[src/rtl/stripe_pkg.sv]
package stripe_pkg;
    typedef enum logic [1:0] {
        S_IDLE = 2'd0,
        S_CMD  = 2'd1,
        S_DATA = 2'd2,
        S_GAP  = 2'd3
    } seq_state_t;

    localparam logic [7:0] CMD_COL_HIGH = 8'h10;
    localparam logic [7:0] CMD_COL_LOW  = 8'h00;
    localparam logic [7:0] CMD_PAGE_SEL = 8'hB0;
    localparam int         CMD_COUNT    = 3;
endpackage

[src/rtl/stripe_ser.sv]
module stripe_ser #(
    parameter int BYTE_W = 8
) (
    input  logic              clk,
    input  logic              rst_n,
    input  logic              load_i,
    input  logic [BYTE_W-1:0] byte_i,
    output logic              sck_o,
    output logic              mosi_o,
    output logic              pre_last_o,
    output logic              last_o
);
    localparam int PH_N = 2 * BYTE_W;
    localparam int PH_W = $clog2(PH_N);
    localparam logic [PH_W-1:0] PH_LAST = PH_W'(PH_N - 1);
    localparam logic [PH_W-1:0] PH_PRE  = PH_W'(PH_N - 2);

    logic              run;
    logic [PH_W-1:0]   phase;
    logic [BYTE_W-1:0] shreg;

    always_ff @(posedge clk or negedge rst_n) begin
        if (!rst_n) begin
            run   <= 1'b0;
            phase <= '0;
            shreg <= '0;
        end else if (load_i) begin
            run   <= 1'b1;
            phase <= '0;
            shreg <= byte_i;
        end else if (run) begin
            phase <= phase + 1'b1;
            if (phase[0])
                shreg <= shreg << 1;
            if (phase == PH_LAST)
                run <= 1'b0;
        end
    end

    always_comb begin
        sck_o      = run & phase[0];
        mosi_o     = run & shreg[BYTE_W-1];
        last_o     = run && (phase == PH_LAST);
        pre_last_o = run && (phase == PH_PRE);
    end


    mosi_hold_chk: assert property (@(posedge clk) disable iff (!rst_n)
        sck_o |-> $stable(mosi_o));


    clk_low_first_chk: assert property (@(posedge clk) disable iff (!rst_n)
        load_i |=> !sck_o);
endmodule

[src/rtl/stripe_seq.sv]
module stripe_seq
    import stripe_pkg::*;
#(
    parameter int COLS   = 128,
    parameter int BYTE_W = 8,
    parameter int SEL_W  = 2,
    parameter int IDX_W  = 4,
    localparam int COL_W  = $clog2(COLS),
    localparam int ADDR_W = COL_W + 1
) (
    input  logic              clk,
    input  logic              rst_n,
    input  logic              start_i,
    input  logic [IDX_W-1:0]  stripe_i,
    input  logic              ser_last_i,
    input  logic              ser_pre_last_i,
    input  logic [BYTE_W-1:0] buf_data_i,
    output logic              ser_load_o,
    output logic [BYTE_W-1:0] ser_byte_o,
    output logic              buf_rd_o,
    output logic [ADDR_W-1:0] buf_addr_o,
    output logic              cs_n_o,
    output logic              dc_o,
    output logic              busy_o,
    output logic              done_o
);
    localparam logic [COL_W-1:0] COL_MAX = COL_W'(COLS - 1);
    localparam logic [1:0]       CMD_MAX = 2'(CMD_COUNT - 1);
    localparam int               PAD_W   = BYTE_W - SEL_W - 1;

    seq_state_t       state, nxt;
    logic [SEL_W-1:0] stripe_q;
    logic             page_q;
    logic [1:0]       cmd_cnt;
    logic [COL_W-1:0] col;

    function automatic logic [BYTE_W-1:0] cmd_byte(input logic [1:0] k,
                                                   input logic [SEL_W-1:0] s,
                                                   input logic p);
        unique case (k)
            2'd0:    return CMD_COL_HIGH;
            2'd1:    return CMD_COL_LOW;
            default: return CMD_PAGE_SEL | {{PAD_W{1'b0}}, s, p};
        endcase
    endfunction

    // state register and datapath registers
    always_ff @(posedge clk or negedge rst_n) begin
        if (!rst_n) begin
            state    <= S_IDLE;
            stripe_q <= '0;
            page_q   <= 1'b0;
            cmd_cnt  <= '0;
            col      <= '0;
            cs_n_o   <= 1'b1;
            dc_o     <= 1'b0;
            done_o   <= 1'b0;
        end else begin
            state  <= nxt;
            done_o <= 1'b0;
            unique case (state)
                S_IDLE: if (start_i) begin
                    stripe_q <= stripe_i[SEL_W-1:0];
                    page_q   <= 1'b0;
                    cmd_cnt  <= '0;
                    cs_n_o   <= 1'b0;
                    dc_o     <= 1'b0;
                end
                S_CMD: if (ser_last_i) begin
                    if (cmd_cnt != CMD_MAX) begin
                        cmd_cnt <= cmd_cnt + 1'b1;
                    end else begin
                        dc_o <= 1'b1;
                        col  <= '0;
                    end
                end
                S_DATA: if (ser_last_i) begin
                    if (col != COL_MAX) begin
                        col <= col + 1'b1;
                    end else begin
                        cs_n_o <= 1'b1;
                        dc_o   <= 1'b0;
                        if (page_q) done_o <= 1'b1;
                        else        page_q <= 1'b1;
                    end
                end
                S_GAP: begin
                    cs_n_o  <= 1'b0;
                    cmd_cnt <= '0;
                end
                default: ;
            endcase
        end
    end

    // next state and combinational outputs
    always_comb begin
        nxt        = state;
        ser_load_o = 1'b0;
        ser_byte_o = CMD_COL_HIGH;
        buf_rd_o   = 1'b0;
        buf_addr_o = {page_q, col + 1'b1};
        busy_o     = (state != S_IDLE);
        unique case (state)
            S_IDLE: if (start_i) begin
                ser_load_o = 1'b1;
                nxt        = S_CMD;
            end
            S_CMD: begin
                buf_addr_o = {page_q, {COL_W{1'b0}}};
                buf_rd_o   = ser_pre_last_i && (cmd_cnt == CMD_MAX);
                if (ser_last_i) begin
                    ser_load_o = 1'b1;
                    if (cmd_cnt != CMD_MAX) begin
                        ser_byte_o = cmd_byte(cmd_cnt + 1'b1, stripe_q, page_q);
                    end else begin
                        ser_byte_o = buf_data_i;
                        nxt        = S_DATA;
                    end
                end
            end
            S_DATA: begin
                buf_rd_o = ser_pre_last_i && (col != COL_MAX);
                if (ser_last_i) begin
                    if (col != COL_MAX) begin
                        ser_load_o = 1'b1;
                        ser_byte_o = buf_data_i;
                    end else begin
                        nxt = page_q ? S_IDLE : S_GAP;
                    end
                end
            end
            S_GAP: begin
                ser_load_o = 1'b1;
                nxt        = S_CMD;
            end
            default: nxt = S_IDLE;
        endcase
    end


    done_single_chk: assert property (@(posedge clk) disable iff (!rst_n)
        done_o |=> !done_o);


    done_idle_chk: assert property (@(posedge clk) disable iff (!rst_n)
        done_o |-> (!busy_o && cs_n_o));


    gap_release_chk: assert property (@(posedge clk) disable iff (!rst_n)
        (state == S_GAP) |-> (cs_n_o && !dc_o));


    idle_release_chk: assert property (@(posedge clk) disable iff (!rst_n)
        !busy_o |-> cs_n_o);


    read_lead_chk: assert property (@(posedge clk) disable iff (!rst_n)
        buf_rd_o |=> (ser_last_i && ser_load_o));


    stripe_mask_chk: assert property (@(posedge clk) disable iff (!rst_n)
        (start_i && !busy_o) |=> (stripe_q == SEL_W'($past(stripe_i))));
endmodule

[src/rtl/stripe_streamer.sv]
module stripe_streamer #(
    parameter int COLS   = 128,
    parameter int BYTE_W = 8,
    parameter int SEL_W  = 2,
    parameter int IDX_W  = 4,
    localparam int ADDR_W = $clog2(COLS) + 1
) (
    input  logic              clk,
    input  logic              rst_n,
    input  logic              start_i,
    input  logic [IDX_W-1:0]  stripe_i,
    output logic              buf_rd_o,
    output logic [ADDR_W-1:0] buf_addr_o,
    input  logic [BYTE_W-1:0] buf_data_i,
    output logic              spi_sck_o,
    output logic              spi_mosi_o,
    output logic              spi_cs_n_o,
    output logic              spi_dc_o,
    output logic              busy_o,
    output logic              done_o
);
    logic              ser_load;
    logic [BYTE_W-1:0] ser_byte;
    logic              ser_last;
    logic              ser_pre_last;

    stripe_seq #(
        .COLS   (COLS),
        .BYTE_W (BYTE_W),
        .SEL_W  (SEL_W),
        .IDX_W  (IDX_W)
    ) u_seq (
        .clk            (clk),
        .rst_n          (rst_n),
        .start_i        (start_i),
        .stripe_i       (stripe_i),
        .ser_last_i     (ser_last),
        .ser_pre_last_i (ser_pre_last),
        .buf_data_i     (buf_data_i),
        .ser_load_o     (ser_load),
        .ser_byte_o     (ser_byte),
        .buf_rd_o       (buf_rd_o),
        .buf_addr_o     (buf_addr_o),
        .cs_n_o         (spi_cs_n_o),
        .dc_o           (spi_dc_o),
        .busy_o         (busy_o),
        .done_o         (done_o)
    );

    stripe_ser #(
        .BYTE_W (BYTE_W)
    ) u_ser (
        .clk        (clk),
        .rst_n      (rst_n),
        .load_i     (ser_load),
        .byte_i     (ser_byte),
        .sck_o      (spi_sck_o),
        .mosi_o     (spi_mosi_o),
        .pre_last_o (ser_pre_last),
        .last_o     (ser_last)
    );


    sck_select_chk: assert property (@(posedge clk) disable iff (!rst_n)
        spi_sck_o |-> !spi_cs_n_o);
endmodule

[config.mk]
export PLATFORM = sky130hd
export DESIGN_NAME = stripe_streamer
export DESIGN_NICKNAME = d
export VERILOG_FILES = /design/src/rtl/stripe_pkg.sv /design/src/rtl/stripe_ser.sv /design/src/rtl/stripe_seq.sv /design/src/rtl/stripe_streamer.sv
export SDC_FILE = /design/constraint.sdc
export NUM_CORES = 1
export LEC_CHECK = 0
export CAP_MARGIN = 20
export CORE_ASPECT_RATIO = 1.5
export CORE_MARGIN = 5
export CORE_UTILIZATION = 65
export CTS_CLUSTER_DIAMETER = 100
export DETAILED_ROUTE_END_ITERATION = 10
export DONT_BUFFER_PORTS = 1
export PLACE_DENSITY = 0.8
export SYNTH_ARGS = -nofsm -noshare
export SYNTH_HDL_FRONTEND = slang
export SYNTH_HIERARCHICAL = 1
export SYNTH_SLANG_ARGS = --single-unit
[constraint.sdc]
create_clock -name clk -period 4.5 [get_ports clk]
set_input_delay 0.9 -clock clk [delete_from_list [all_inputs] [get_ports clk]]
set_output_delay 0.9 -clock clk [all_outputs]
set_load 0.02 [all_outputs]
== Word-level counts from Yosys, hierarchy flattened ==
Cells that the tools add are included.

* Bits in registers: 30
* Input bits: 15
* Output and inout port bits: 15
* Logic and storage cells: 105

* Add/subtract/negate cells: 3
* Equal/unequal tests: 16
* Multiplexer cells: 51
* Bitwise gates (word level): 2
* Reductions and logical operators: 22

{| class="wikitable"
|+ Operators by type and width
! cell !! count
|-
| two-way mux 8 bit || 7
|-
| two-way mux 7 bit || 5
|-
| one-hot mux 8 bit (2 select lines) || 2
|-
| two-way mux 1 bit || 18
|-
| two-way mux 2 bit || 9
|-
| one-hot mux 7 bit (2 select lines) || 1
|-
| != test 2 bit (second input constant) || 6
|-
| AND reduction 4 bit || 3
|-
| AND reduction 5 bit || 2
|-
| nonzero test 2 bit || 5
|-
| nonzero test 3 bit || 3
|-
| equality test 4 bit (second input constant) || 2
|-
| two-way mux 4 bit || 2
|-
| one-hot mux 2 bit (4 select lines) || 1
|-
| adder 7 x 1 -> 7 bit (second input constant) || 1
|-
| != test 7 bit (second input constant) || 1
|-
| equality test 2 bit (second input constant) || 3
|-
| one-hot mux 1 bit (3 select lines) || 2
|-
| one-hot mux 2 bit (3 select lines) || 1
|-
| AND reduction 6 bit || 1
|-
| adder 4 x 1 -> 4 bit (second input constant) || 1
|-
| equality test 2 x 1 -> 1 bit (second input constant) || 2
|-
| logical AND 1 bit || 4
|-
| zero test 2 bit || 2
|-
| other kinds (6) || 10
|}

== Depth between registers and ports, before layout ==
Gate-level depths: netlist of the first run.

* Word-level depth: 7
* Gate-level depth with buffers: 10
* Mapped depth without buffers: 7

== Cells and area by module ==
The synthesis of the first run kept the hierarchy.

{| class="wikitable"
|+ By module, submodules not included
! module !! instances !! cells an instance !! area an instance (sq um) !! sequential area each (sq um)
|-
| stripe_seq || 1 || 135 || 1237.4 || 426.7
|-
| stripe_ser || 1 || 72 || 775.7 || 325.3
|}

== Worst setup path after synthesis of the first run ==
OpenSTA, ideal clock, no wires.

* Path type: reg2out
* From: register u_seq.state[0]
* To: output buf_rd_o
* Data arrival time: 1.492 ns
* Required time: 3.600 ns
* Slack: 2.108 ns
* Cell stages (with the launch flop): 7
* Path buffers: 1
* Cell sequence: dfrtp_1 > inv_1 > ha_1 > buf_2 > inv_2 > or3_4 > o2111a_1

* Cells in the longest elaborated chain, start to end: 2
* Elaborated cells between the ends (all ways): 3
* Classes of those cells: 2 x eq/ne; 1 x mux

{| class="wikitable"
|+ Ends and longest elaborated chain
! item !! RTL line !! source
|-
| start: declaration || stripe_seq.sv:31 || <nowiki>seq_state_t state, nxt;</nowiki>
|-
| start signal: assignment || stripe_seq.sv:59 || <nowiki>state <= nxt;</nowiki>
|-
| equality test 2 bit or equality test 2 x 1 -> 1 bit (tied branches) || stripe_seq.sv:104 || <nowiki>unique case (state)</nowiki>
|-
| one-hot mux 1 bit (2 select lines) (*) || stripe_seq.sv:104 ||
|-
| end: declaration || stripe_streamer.sv:12 || <nowiki>output logic buf_rd_o,</nowiki>
|}

Every way passes the cells marked *; elsewhere a longest branch is shown, timed or not.

== Worst setup path in the final report of the first run ==
* From: register u_ser.phase[0]
* To: register u_ser.phase[3]

* Cells in the longest elaborated chain, start to end: 5
* Elaborated cells between the ends (all ways): 9
* Classes of those cells: 1 x add/sub; 1 x eq/ne; 5 x mux; 2 x reduce/logical

{| class="wikitable"
|+ Ends and longest elaborated chain
! item !! RTL line !! source
|-
| start: declaration || stripe_ser.sv:19 || <nowiki>logic [PH_W-1:0] phase;</nowiki>
|-
| start signal: assignment || stripe_ser.sv:32 || <nowiki>phase <= phase + 1'b1;</nowiki>
|-
| equality test 4 bit (*) || stripe_ser.sv:43 || <nowiki>last_o = run && (phase == PH_LAST);</nowiki>
|-
| logical AND 1 bit (*) || stripe_ser.sv:43 ||
|-
| named net ser_last || stripe_streamer.sv:24 || <nowiki>logic ser_last;</nowiki>
|-
| two-way mux 1 bit (on tied branches) || stripe_seq.sv:124, stripe_seq.sv:112 ||
|-
| one-hot mux 1 bit (4 select lines) (*) || stripe_seq.sv:104 ||
|-
| named net ser_load || stripe_streamer.sv:22 || <nowiki>logic ser_load;</nowiki>
|-
| two-way mux 4 bit or nonzero test 2 bit (tied branches) || n/a ||
|}

Mark *: on every way through the listed nets, which the timed path passes. The rest lies on a longest branch. The select of a mux whose other input is x is not followed.
A chain may end at the register's enable or synchronous reset.

==> run summary, run 1 <==
Resized Gates After CTS: 0
Setup TNS: 0 ns
Post-Syn Nets: 234
top-count cell post-synth: dfrtp_1
post-detail-place hpwl: 2990 um
layout cells sized above 1: 14.8%
Starting Density: 68.4%
pre-CTS WS: 1.63 ns
crit path kind: reg2reg
vias in the first global route: 1534
Final min period: 2.91 ns
Placeable Area: 2940 um2
slowest CP cell: o31a_1
max cap viols: 0
Worst setup SP type: flop
area leader, netlist: dfrtp_1
type of element capturing the critical path: flop
GP Congestion: 0.811
vias per cell: 6.22
Root Driver: clkbuf_8
top_reg_cell synth: dfrtp_1
Pre-Repair DR Iteration Count: 4
Die Y: 78.2 um
# rows: 24
FMAX: 343 MHz
Crit path max-delay family: compound AO/OA/AOI/OAI gates
outcome: complete, no violations
leakage power: 0.888 nW
clk sink count: 30
CTS max path bufs: 2
Critical path buffers and inverters: 1
hold buffers post-CTS: 0
grt ovf: 0
RSZ-0062 raised after global routing: no
I/O Pins: 30
port buffer count: 0
Rel. slew slack: 39.3%
synth unique cells: 53
post-CTS setup buffer count: 0
Critical Path RT: 4.66 ns
slowest stage delay, CP: 0.74 ns
register area share after synthesis: 37.4%
clk_lat worst skew: 0.28 ns
YS warnings: 6
synth top area cells: dfrtp_1, ha_1, nand2b_1
top cell type's share of synthesized area: 36.0%
first-pass GRT wire length: 6890 um
setup ws final: 1.59 ns
CTS tree: done
Clock Skews: 0.00320 ns
Setup-failing EPs final: 0
FF+latch count, synth: 30
Async SR Flop Fraction: 100%
top post-synthesis cells by count: dfrtp_1, nand2_1, nor2_1
VDD IR max: 0.000292 V
Final #Nets: 229
Die X: 55.4 um
Hold Fails Final Rpt: 0
gr usage total: 19.8%
Routed WL per cell: 16.8 um
initial antenna violation count: 0
Starting DRT DRC Count: 29
Num CTS Buffers: 5
htree depth: 2
Worst-path clk slew: 0.07 ns
Worst Hold Class: in2async
crit-path max FO: 29
Post-Route WL: 4060 um
synthesized area: 2010 um2
antenna viol nets, final: 0
PwrDens: 261 nW/um2
Critical Path AT: 3.07 ns
area grow syn2layout: 4.04%
max-slew violation count: 0
EDFF count, synth: 0
ant diodes: 0
Post-Syn Instances: 207
post-route DRC violation count: 0
Avg Inst Size Synth: 9.73 um2
total power: 0.547 mW
die area: 4330 um2
worst-margin pin slew: 0.910 ns
critical-path cell list: ha_1 > and4_1 > inv_1 > a21oi_1 > o31a_1 > nor2b_1 > mux2_1
DR vias: 1505
fin crit share: 64.7%
largest net degree at the start of global routing: 31
==> placed cells by master (no fill, tap or decap), types with 5 or more instances in the layout <==
| cell | synthesis | routed |
|---|---|---|
| nor2_1 | 14 | 14 |
| nand3_1 | 5 | 5 |
| ha_1 | 12 | 12 |
| o211ai_2 | 6 | 6 |
| nand2b_1 | 12 | 12 |
| clkbuf_8 | 0 | 5 |
| dfrtp_1 | 29 | 29 |
| o21ai_0 | 8 | 8 |
| inv_1 | 10 | 10 |
| nand4b_1 | 7 | 7 |
| a21oi_1 | 10 | 10 |
| nand2_1 | 16 | 16 |
==> final cells by class <==
class	count	area [um2]
clock inverter	3	40.0
fill	248	848
inverter	11	41.3
tap	39	48.8
sequential	30	752
multi-input combinational	154	1140
clock buffer	5	68.8
==> final timing paths <==
path                                   startpoint                end  slack [ns]  cells after the start
worst max-delay path               u_ser/phase[0]     u_ser/phase[3]        1.59                      7
worst min-delay path                        rst_n     u_ser/phase[0]        0.31                      0
worst max register to register     u_ser/phase[0]     u_ser/phase[3]        1.59                      7
worst min register to register  u_seq/stripe_q[1]  u_seq/stripe_q[1]        0.52                      1
max in group asynchronous                   rst_n       u_seq/cs_n_o        4.02                      0
min in group clk                u_seq/stripe_q[1]  u_seq/stripe_q[1]        0.52                      1
==> report_power, final <==
| part | internal (mW) | switching, mW |
|---|---|---|
| Sequential | 0.273 | 0.00200 |
| Clock | 0.163 | 0.101 |
| Combinational | 0.00411 | 0.00342 |
==> stage by stage <==
step           hold WS, ns  cells  utilization [%]  cell area, um2
3_3_place_gp         0.490    234             67.5            1990
5_1_grt              0.291    242             71.2            2090
4_1_cts              0.303    242             71.2            2090
2_1_floorplan        0.480    207                -            2010
6_report             0.311    242             71.2            2090
3_5_place_dp         0.503    234             67.5            1990
==> cell families (layout without fill, tap and decap cells) <==
kind of cell	after synthesis	count (layout)	synth area share, %
muxes	7	7	3.79
buffers and inverters	23	19	5.84
adders and majority gates	12	12	7.46
and+or+nand+nor	82	82	23.2
xor gates and xnor gates	4	4	1.74
AOI/OAI and AO/OA	49	49	20.6
DFF	30	30	37.4
==> state kept, by name (all words and copies together), names as in the netlist, 2 cells and up <==
name            cells
u_ser/phase         4
u_seq/col           7
u_seq/cmd_cnt       2
u_seq/state         2
u_ser/shreg         8
u_seq/stripe_q      2
==> routing by layer <==
| metal | vias to the layer above | wire length [um] | track usage [%] |
|---|---|---|---|
| li1 | 726 | - | - |
| met1 | 742 | 1600 | 20.0 |
| met2 | 31 | 2200 | 37.3 |
| met3 | 6 | 206 | 6.40 |
| met4 | 0 | 45 | 7.30 |
| met5 | - | 0 | 0 |
Power figures use the tool's default switching activity.
==> inputs of run 2 (changes only) <==
- CORE_UTILIZATION: 65 -> 57
- PLACE_DENSITY: 0.8 -> 0.74
- clock period: 4.5 -> 2.4 ns (I/O delays scaled with it)
==> run 2 against run 1 <==
Compared with the run above: clock-buffer cell count up 2; design area increased by 2.9%; setup slack got worse by 1.5 ns; total power up 67%; clock power grew 40%; worst hold slack lost 0.29 ns; die area increased by 12%; critical path type is now reg2out.
==> run summary, run 2 (synthesized netlist as in run 1, its figures left out) <==
Worst Hold Class: in2async
leakage power: 0.910 nW
antenna viol nets, final: 0
reg-to-reg critical path startpoint: u_seq/col[0]
Die X: 58.5 um
commonest cells after routing, fill and taps aside: dfrtp_1, nand2_1, nor2_1
vias per cell: 6.25
fin crit share: 95.7%
Placeable Area: 3420 um2
Critical Path AT: 1.82 ns
post-CTS setup buffer count: 0
Starting Density: 58.9%
FMAX: 435 MHz
total power: 0.912 mW
layout cells sized above 1: 17.6%
Routed WL per cell: 16.9 um
Root Driver: clkbuf_8
first-pass GRT wire length: 6990 um
fill cell count: 302
clk_lat worst skew: 0.27 ns
die area: 4840 um2
# rows: 26
commonest non-fill, non-tap cell in the layout: dfrtp_1
FF-to-FF End: u_ser/shreg[7]
Hold WS: 0.0253 ns
PwrDens: 423 nW/um2
Setup TNS: 0 ns
Die Y: 82.8 um
type of element capturing the critical path: output port
FF+latch area: 752 um2
Clock Skews: 0.00606 ns
Post-Route WL: 4270 um
crit path kind: reg2out
final instance area: 2160 um2
clk sink count: 30
DR vias: 1574
crit-path max FO: 8
Crit. Startpoint: u_seq/col[0]
worst-margin pin slew: 0.479 ns
Final min period: 2.30 ns
largest net degree at the start of global routing: 30
Starting DRT DRC Count: 96
Worst setup SP type: flop
Rel. slew slack: 68.0%
r2r setup slk: 0.24 ns
Worst-path clk slew: 0.06 ns
max-slew violation count: 0
CTS tree: done
port buffer count: 0
Setup-failing EPs final: 0
ant diodes: 0
pre-CTS WS: 0.229 ns
vias in the first global route: 1451
initial antenna violation count: 0
RSZ-0062 raised after global routing: no
Pre-Repair DR Iteration Count: 4
Placed Area: 2050 um2
setup ws final: 0.103 ns
CTS max path bufs: 2
post-route DRC violation count: 0
GP Congestion: 0.918
post-detail-place hpwl: 3120 um
grt ovf: 0
Util after Layout: 63.1%
DP Cell Count: 244
largest reg by FF count: u_ser/shreg
top flop regs: u_ser/shreg: 8 flops, u_seq/col: 7 flops, u_ser/phase: 4 flops
htree depth: 2
area grow syn2layout: 7.09%
max cap viols: 0
gr usage total: 18.7%
Worst R2R Path Depth: 8
VDD IR max: 0.000299 V
Largest register FFs: 8
I/O Pins: 30
multi-input logic area: 1150 um2
outcome: complete, no violations
Critical Path RT: 1.92 ns
Num CTS Buffers: 5
Hold Fails Final Rpt: 0
fin cells: 252
Final #Nets: 237
[run 2: power breakdown]
group	internal, mW	switching, mW
clock network	0.199	0.170
registers	0.513	0.00379
logic	0.0112	0.0156
total	0.723	0.189
[run 2: metal layers]
| metal | global-route usage [%] | up-vias | part of all wire (%) |
|---|---|---|---|
| met5 | 0 | - | 0 |
| met4 | 4.87 | 0 | 0.63 |
| met3 | 4.18 | 4 | 6.1 |
| met2 | 33.9 | 54 | 53 |
| met1 | 22.0 | 766 | 40 |
| li1 | - | 750 | - |
[run 2: how the worst max path moves through the flow]
stage	end	depth (start not counted)	slack [ns]
2_1_floorplan	u_ser/shreg[4]	9	0.41
3_3_place_gp	u_ser/shreg[7]	8	0.33
3_5_place_dp	u_ser/shreg[7]	8	0.23
4_1_cts	buf_rd_o	5	0.06
5_1_grt	buf_rd_o	5	0.009
6_report	buf_rd_o	5	0.10
[run 2: what timing repair did]
| action | in CTS | in global routing |
|---|---|---|
| hold buffers | 1 | 0 |
| setup endpoints to repair | 0 | 2 |
| gates resized for setup | 0 | 2 |
| hold endpoints to repair | 29 | 0 |
[run 2: final cells by class]
class / instances / share of cell area, %
well taps: 42 / 2.44
clock buffers: 7 / 3.54
flip-flops and latches: 30 / 34.9
multi-input cells: 154 / 53.3
repair buffers: 8 / 3.95
inverters: 11 / 1.92
[run 2: critical path, cell delays in order (launching register included)]
cell      delay [ns]
dfrtp_1         0.42
ha_2            0.25
nand3_2         0.09
buf_4           0.18
or3_4           0.39
o2111a_1        0.22
==> inputs of run 3 (changes only) <==
- CORE_UTILIZATION: 57 -> 63
- GPL_ROUTABILITY_DRIVEN: not set -> 0
- PLACE_DENSITY: 0.74 -> 0.78
- clock period: 2.4 -> 2.6 ns (I/O delays scaled with it)
==> run 3 against run 2 <==
Compared with the run above: first-iteration DRC count shrank 40%; combinational power shrank 6%; sequential share of layout area is essentially flat; flip-flop and latch count is the same; final cell count shrank 0.79%; clock power grew 6.5%; clock skew shrank 0.0021 ns; critical endpoint unchanged; setup slack gained 0.054 ns; clock-buffer cell count is the same.
==> run summary, run 3 (synthesized netlist as in run 1, its figures left out) <==
clock power share: 43.9%
slowest CP cell: dfrtp_1
Worst setup SP type: flop
post-detail-place hpwl: 3320 um
Post-Route WL: 4610 um
Die Y: 79.2 um
Routed WL per cell: 18.4 um
Placeable Area: 3130 um2
vias in the first global route: 1614
Root Driver: clkbuf_8
PwrDens: 415 nW/um2
outcome: complete, no violations
area grow syn2layout: 7.21%
port buffer count: 0
initial antenna violation count: 0
Logic pwr share: 2.8%
setup ws final: 0.157 ns
Pint: 0.697 mW
FMAX: 409 MHz
largest net degree at the start of global routing: 30
CTS max path bufs: 2
Rel. slew slack: 68.8%
Switch Pwr: 0.199 mW
Largest register FFs: 8
VDD IR max: 0.000396 V
clk sink count: 30
Clock Skews: 0.00396 ns
Num CTS Buffers: 5
Final #Nets: 236
Pre-Repair DR Iteration Count: 4
# rows: 25
largest reg by FF count: u_ser/shreg
gr usage total: 22.2%
max cap viols: 0
first-pass GRT wire length: 7680 um
pre-CTS WS: 0.304 ns
Setup TNS: 0 ns
Critical Path RT: 2.08 ns
crit path kind: reg2out
antenna viol nets, final: 0
layout cells sized above 1: 17.6%
Critical Path AT: 1.92 ns
sequential share of power: 53.3%
Worst-path clk slew: 0.06 ns
leakage power: 0.921 nW
DP Cell Count: 241
Final min period: 2.44 ns
post-route DRC violation count: 0
CTS tree: done
Worst Hold Class: in2async
commonest non-fill, non-tap cell in the layout: dfrtp_1
Starting Density: 64.4%
die area: 4450 um2
fin crit share: 94.0%
vias per cell: 6.34
critical-path cell list: inv_1 > ha_2 > inv_2 > or3_4 > o2111a_1
max-slew violation count: 0
worst-margin pin slew: 0.469 ns
Starting DRT DRC Count: 58
slowest stage delay, CP: 0.42 ns
post-CTS setup buffer count: 0
grt ovf: 0
type of element capturing the critical path: output port
commonest cells after routing, fill and taps aside: dfrtp_1, nand2_1, nor2_1
Hold Fails Final Rpt: 0
Setup-failing EPs final: 0
clk_lat worst skew: 0.29 ns
ant diodes: 0
top flop regs: u_ser/shreg: 8 flops, u_seq/col: 7 flops, u_ser/phase: 4 flops
DR vias: 1586
Util after Layout: 69.0%
I/O Pins: 30
Die X: 56.2 um
switch share: 22.2%
htree depth: 2
fin cells: 250
RSZ-0062 raised after global routing: no
crit-path max FO: 9
==> run 3: cell count changes in the layout (fill, tap and decap cells not counted), sizes merged <==
cell    delta
buf        -1
clkinv     +1
==> run 3: metal layers <==
layer	up-vias	GRT usage, %	part of all wire (%)
li1	741	-	-
met1	782	23.3	39
met2	50	40.3	54
met3	13	5.69	4.3
met4	0	11.2	2.7
met5	-	0	0
==> run 3: worst paths after layout <==
kind	from	to	slack, ns	depth (start not counted)
hold reg to reg	u_seq/stripe_q[0]	u_seq/stripe_q[0]	0.52	1
max in group asynchronous	rst_n	u_ser/shreg[7]	2.38	1
setup reg to reg	u_seq/col[0]	u_ser/shreg[7]	0.31	8
setup / recovery	u_seq/state[0]	buf_rd_o	0.16	5
min in group clk	stripe_i[0]	u_seq/stripe_q[0]	0.38	1
hold / removal	rst_n	u_ser/shreg[3]	0.05	1
==> run 3: power by group through the flow <==
stage	sequential [mW]	combinational (mW)	clock, mW
5_1_grt	0.477	0.0284	0.426
2_1_floorplan	0.484	0.0118	0
4_1_cts	0.477	0.0258	0.403
3_3_place_gp	0.485	0.0124	0
3_5_place_dp	0.486	0.0132	0
6_report	0.477	0.0251	0.393
==> run 3: cell type report <==
class | instances | area [um2]
clock buffer | 7 | 86.3
multi-input combinational | 154 | 1150
fill | 253 | 970
clock inverter | 1 | 5.00
inverter | 11 | 41.3
timing repair buffer | 7 | 77.6
tap | 40 | 50.0
sequential | 30 | 752
==> run 3: repair_timing <==
action                                 in CTS  in global routing
setup endpoints to repair                   0                  1
hold buffers                                1                  0
resized for setup                           0                  1
endpoints found under the hold margin      29                  0
==> run 3: per-stage QoR <==
step / hold WS (ns) / instance area (um2) / total power [mW]
floorplan: 0.224 / 2010 / 0.496
global placement: 0.225 / 2040 / 0.497
detailed placement: 0.225 / 2040 / 0.499
CTS: 0.0543 / 2160 / 0.905
global route: 0.0546 / 2160 / 0.931
finish: 0.0540 / 2160 / 0.895
==> run 3: worst max-delay path: cells and delay by family (launching register included) <==
family	cells	cell delay (ns)
simple gates	1	0.42
buf+inv	2	0.24
fa+ha+maj	1	0.34
flops	1	0.42
compound gates	1	0.22
